### src/rtl/mul_pkg.sv
package mul_pkg;
    typedef enum logic {
        PH_IDLE = 1'b0,
        PH_RUN  = 1'b1
    } phase_e;
endpackage

### src/rtl/mul_adder.sv
module mul_adder #(
    parameter int W = 8
) (
    input  logic [W-1:0] acc_i,
    input  logic [W-1:0] addend_i,
    input  logic         en_i,
    output logic [W-1:0] sum_o,
    output logic         carry_o
);
    logic [W:0] wide;

    always_comb begin
        if (en_i) begin
            wide = {1'b0, acc_i} + {1'b0, addend_i};
        end else begin
            wide = {1'b0, acc_i};
        end
        sum_o   = wide[W-1:0];
        carry_o = wide[W];
    end
endmodule

### src/rtl/mul_shifter.sv
module mul_shifter #(
    parameter int W = 8
) (
    input  logic         carry_i,
    input  logic [W-1:0] acc_i,
    input  logic [W-1:0] mplr_i,
    output logic [W-1:0] acc_o,
    output logic [W-1:0] mplr_o
);
    generate
        if (W == 1) begin : g_single
            assign acc_o  = carry_i;
            assign mplr_o = acc_i;
        end else begin : g_multi
            assign acc_o  = {carry_i, acc_i[W-1:1]};
            assign mplr_o = {acc_i[0], mplr_i[W-1:1]};
        end
    endgenerate
endmodule

### src/rtl/shift_add_mult.sv
module shift_add_mult
    import mul_pkg::*;
#(
    parameter int W = 8
) (
    input  logic           clk,
    input  logic           rst_n,
    input  logic           start,
    input  logic [W-1:0]   opa,
    input  logic [W-1:0]   opb,
    output logic           busy,
    output logic           done,
    output logic [2*W-1:0] product
);
    localparam int CW = $clog2(W + 1);
    localparam logic [CW-1:0] LAST = CW'(W - 1);

    typedef struct packed {
        phase_e        ph;
        logic [W-1:0]  mcand;
        logic [W-1:0]  acc;
        logic [W-1:0]  mplr;
        logic [CW-1:0] iter;
        logic          fin;
    } state_t;

    state_t st_d, st_q;

    logic [W-1:0] sum_w;
    logic         carry_w;
    logic [W-1:0] acc_sh_w;
    logic [W-1:0] mplr_sh_w;

    mul_adder #(.W(W)) u_add (
        .acc_i    (st_q.acc),
        .addend_i (st_q.mcand),
        .en_i     (st_q.mplr[0]),
        .sum_o    (sum_w),
        .carry_o  (carry_w)
    );

    mul_shifter #(.W(W)) u_shift (
        .carry_i (carry_w),
        .acc_i   (sum_w),
        .mplr_i  (st_q.mplr),
        .acc_o   (acc_sh_w),
        .mplr_o  (mplr_sh_w)
    );

    always_comb begin
        st_d     = st_q;
        st_d.fin = 1'b0;
        case (st_q.ph)
            PH_IDLE: begin
                if (start) begin
                    st_d.ph    = PH_RUN;
                    st_d.mcand = opa;
                    st_d.mplr  = opb;
                    st_d.acc   = '0;
                    st_d.iter  = '0;
                end
            end
            default: begin
                st_d.acc  = acc_sh_w;
                st_d.mplr = mplr_sh_w;
                st_d.iter = st_q.iter + 1'b1;
                if (st_q.iter == LAST) begin
                    st_d.ph  = PH_IDLE;
                    st_d.fin = 1'b1;
                end
            end
        endcase
    end

    always_ff @(posedge clk) begin
        if (!rst_n) begin
            st_q <= '{ph: PH_IDLE, mcand: '0, acc: '0, mplr: '0, iter: '0, fin: 1'b0};
        end else begin
            st_q <= st_d;
        end
    end

    assign busy    = (st_q.ph == PH_RUN);
    assign done    = st_q.fin;
    assign product = {st_q.acc, st_q.mplr};
endmodule

### config.mk
export PLATFORM = sky130hd
export DESIGN_NAME = shift_add_mult
export DESIGN_NICKNAME = d
export VERILOG_FILES = /design/src/rtl/mul_pkg.sv /design/src/rtl/mul_adder.sv /design/src/rtl/mul_shifter.sv /design/src/rtl/shift_add_mult.sv
export SDC_FILE = /design/constraint.sdc
export NUM_CORES = 1
export LEC_CHECK = 0
export CAP_MARGIN = 15
export CORE_AREA = 2 2 67 69
export CTS_BUF_LIST = sky130_fd_sc_hd__clkbuf_4
export DETAILED_ROUTE_END_ITERATION = 8
export DIE_AREA = 0 0 69 71
export PLACE_DENSITY = 0.83
export SETUP_SLACK_MARGIN = 0.2
export SYNTH_ARGS = -nofsm -noshare
export SYNTH_HDL_FRONTEND = slang
export SYNTH_HIERARCHICAL = 1
export SYNTH_SLANG_ARGS = --single-unit
### constraint.sdc
create_clock -name clk -period 2 [get_ports clk]
set_input_delay 0.3 -clock clk [delete_from_list [all_inputs] [get_ports clk]]
set_output_delay 0.3 -clock clk [all_outputs]
set_load 0.1 [all_outputs]
==> reports/results.env <==
RUN_STATUS='finished, final reports clean'
CLOCK_TREE.HTREE_LEVEL_COUNT=2
MIN_PATH_TYPE='reg2reg'
TOTAL_NETS_FINAL=258
CTS.CLK_SLEW.WORST_PATHS_PS=100
ROUTED-VIA-COUNT=1545
CLOCK_TREE.BUFFER_DEPTH=2
CAP_VIOL_MAX_COUNT=0
TRITONCTS_CLOCK_TREE='built'
PEAK_FANOUT_ALONG_THE_CRITICAL_PATH=4
DETAILEDROUTE.FIRSTITERATIONVIOLATIONS=46
WORST_SETUP_PATH_STARTPOINT='st_q[21]'
MAXIMUM_NUMBER_OF_PINS_ON_ONE_NET_BEFORE_GLOBAL_ROUTE_REPAIR=34
YOSYS_REGISTER_BITS=30
FIRST_PASS_GRT_WIRE_LENGTH_MICRONS=6368
POST-DP-HPWL_MICRONS=2741
DIE_Y_MICRONS=71
REG2REG_SETUP_SLACK_PS=140
SYN-CELL-AREA_SQ_UM=1989
AREA.GROWTH.SYNTH_TO_FINAL_PCT=13.59
DRC=0
SYNTH_ENABLE_FLOP_CELLS=0
LAYOUT-DRIVE-GT1-SHARE=0.2609
CRITICALPATHCATEGORY='reg2reg'
FINAL.SETUP.TNS_PS=0
RSZ0062_AT_GRT='true'
START_KIND='flop'
NUM_ANTENNA_CELLS=0
FINAL_CELL_COUNT_NO_FILL=282
LEAST_SETUP_SLACK_ACROSS_ALL_PATHS_AFTER_LAYOUT_PS=143.7
NFILLCELLS=390
FP-ROW-COUNT=24
YOSYSSEQAREASHARE=0.3019
WORST_SLEW_MARGIN_REL=0.6762
IO_BUFFER_COUNT=36
DOMINANTREGCELLSYNTH='sky130_fd_sc_hd__dfxtp_1'
CTS_ROOT_BUF='sky130_fd_sc_hd__clkbuf_4'
DIE_W_MICRONS=69
INITIAL_UTILIZATION=0.4732
WORST-R2R-CELL-COUNT=9
WORSTREG2REGSTART='st_q[21]'
FINAL_NUMBER_OF_HOLD_VIOLATING_ENDPOINTS=0
AVERAGE_WIRE_PER_CELL_IN_THE_ROUTED_DESIGN_MICRONS=13.77
IR_DROP_mV=0.4328
IO_PINS=37
VIASPERCELL=5.479
FIN_UTIL=0.5375
CP.ARRIVAL_PS=2060
SETUP-VIOLATIONS-FINAL=0
FIN_SKEW_PS=12.55
CP.REQUIRED_PS=2200
SYNTH.AVG_CELL_AREA_SQ_UM=9.002
WORST_SKEW_PAIR.LATE_LATENCY_PS=330
PERIOD_SHARE=0.9281
NUMBER_OF_GLOBAL_ROUTE_VIAS_BEFORE_REPAIR=1433
TRITONCTS.NUM_BUFFERS=5
CP-ENDPOINT='product[15]'
ASYNC_FLOP_SHARE=0
GROUTE.USAGE.OVERALL=0.1599
WORST_PIN_SLEW_PS=485.0
DIE_AREA_SQ_UM=4899
FMAX_MHz=538.7
POWER_LEAKAGE_nW=0.9212
SYNTH.NET_COUNT=250
GRT_ANTENNA_BEFORE_REPAIR=0
YOSYS_WARNINGS=6
SYNTH_TOP_AREA_FRAC=0.3019
SLEW_VIOLATIONS=0
CTS_NUM_SINKS=30
WORST_SETUP_PATH_END_KIND='flop'
NETLIST-CELL-TYPE-COUNT=45
ROUTABILITYCONGESTION=0.8178
RR_ENDPOINT='product[15]'
POWER_DENSITY_nW_PER_UM2=654.3
DRT_FIRST_PASS_ITERS=4
FP.COREAREA_SQ_UM=4204
PLACE_WORST_SETUP_SLACK_PS=152.2
AREA_TAKEN_BY_MULTI_INPUT_LOGIC_GATES_SQ_UM=1065
DRTANTENNAVIOLNETS=0
NETLIST_INSTANCES=221
POST_DETAILED_ROUTING_WIRE_LENGTH_MICRONS=3883
YOSYS-TOP-CELLS-AREA='sky130_fd_sc_hd__dfxtp_1 (30%), sky130_fd_sc_hd__buf_4 (12%), sky130_fd_sc_hd__mux2i_1 (8.6%), sky130_fd_sc_hd__mux2_2 (6.2%), sky130_fd_sc_hd__nor2_1 (6.0%)'
GRT.OVERFLOW.TOTAL=0
NUMPLACEDINSTANCES=272
PERIOD_MINUS_SLACK_PS=1856
SYNTH.LARGEST_AREA_CELL='sky130_fd_sc_hd__dfxtp_1'
CTS_HOLD_REPAIR.BUFFERS=0
FF_LATCH_AREA_SQ_UM=604.3
## stage by stage
| step | cell area [sq um] | total power (W) | hold WS, ps |
|---|---|---|---|
| 2_1_floorplan | 2018 | 0.0009293 | 438.3 |
| 3_3_place_gp | 2143 | 0.0009749 | 479.9 |
| 3_5_place_dp | 2143 | 0.0009822 | 495.1 |
| 4_1_cts | 2235 | 0.001491 | 515.6 |
| 5_1_grt | 2260 | 0.001543 | 549.3 |
| 6_report | 2260 | 0.001478 | 513.0 |
## cell families after synthesis
logic type      count (synthesis)  synth area share
mux                            28            0.1478
fa+ha+maj                      10           0.06667
flops                          30            0.3019
compound gates                 36            0.1182
buf+inv                        51            0.1830
xor+xnor                        1          0.004403
simple gates                   65            0.1780
## timing repair
action                                  4_1_cts  5_1_grt
endpoints found under the setup margin        3        5
gates resized for setup                       1        5
pin swaps                                     2        0
buffers inserted                              1        1
## flip-flops by register name, indices dropped and copies added, names as in the netlist
| name | count |
|---|---|
| done | 1 |
| product | 16 |
| busy | 1 |
| st_q | 12 |
## area by class of cell
cell class	count	area share
Clock inverter	1	0.01329
Clock buffer	7	0.02326
Sequential cell	30	0.2674
Tap cell	52	0.02879
Multi-Input combinational cell	140	0.4712
Inverter	8	0.01329
Timing Repair Buffer	44	0.1827
## cell usage after synthesis, drive strengths merged, types with 2 or more instances
| library cell | count |
|---|---|
| a211oi | 2 |
| a21oi | 12 |
| a311oi | 2 |
| a31oi | 2 |
| buf | 42 |
| dfxtp | 30 |
| ha | 9 |
| inv | 8 |
| mux2 | 11 |
| mux2i | 17 |
| nand2 | 2 |
| nand2b | 3 |
| nand3b | 4 |
| nand4 | 2 |
| nor2 | 32 |
| nor2b | 3 |
| nor3 | 2 |
| nor3b | 9 |
| nor4b | 2 |
| o211ai | 2 |
| o21ai | 7 |
## report_power, final
group | internal (W) | switching [W]
sequential | 0.000623 | 0.0000243
clock | 0.000292 | 0.000214
combinational | 0.000132 | 0.000193
total | 0.00105 | 0.000431
## how the worst min path moves through the flow
stage                   from  endpoint  slack (ps)  cells past startpoint
floorplan              rst_n   st_q[3]         440                      2
global placement    st_q[25]  st_q[25]         480                      2
detailed placement  st_q[27]  st_q[27]         500                      2
CTS                 st_q[27]  st_q[27]         520                      2
global route         st_q[3]   st_q[3]         550                      1
finish              st_q[27]  st_q[27]         510                      2
## layer usage
metal / track usage / vias up / wire (microns)
met5: 0 / - / 0
met4: 0.06536 / 0 / 62
met3: 0.04701 / 7 / 293
met2: 0.2788 / 52 / 1901
met1: 0.1836 / 727 / 1626
li1: - / 759 / -
## cells in the final DEF, fill, tap and decap left out, drive strengths merged, types with 2 or more instances in the layout
cell type      netlist  layout
a211oi               2       2
inv                  8       8
nand2b               3       3
nor3                 2       2
ha                   9       9
a311oi               2       2
a31oi                2       2
a21oi               12      12
nor2                32      32
nor4b                2       2
clkdlybuf4s50        0      18
mux2                11      11
dfxtp               30      30
nand2                2       2
nor3b                9       9
buf                 42      26
nand4                2       2
clkbuf               1       7
o21ai                7       7
mux2i               17      17
nand3b               4       4
o211ai               2       2
nor2b                3       3
## worst max-delay path, cell delays in order (launching register included)
cell	delay [ps]
sky130_fd_sc_hd__dfxtp_2	350
sky130_fd_sc_hd__ha_4	170
sky130_fd_sc_hd__inv_2	60
sky130_fd_sc_hd__fa_2	230
sky130_fd_sc_hd__nor2b_4	50
sky130_fd_sc_hd__o31a_1	270
sky130_fd_sc_hd__o31ai_1	280
sky130_fd_sc_hd__a21oi_1	110
sky130_fd_sc_hd__a21oi_1	160
sky130_fd_sc_hd__nor2_1	50
Note: power is estimated with default switching activity, not from simulation.
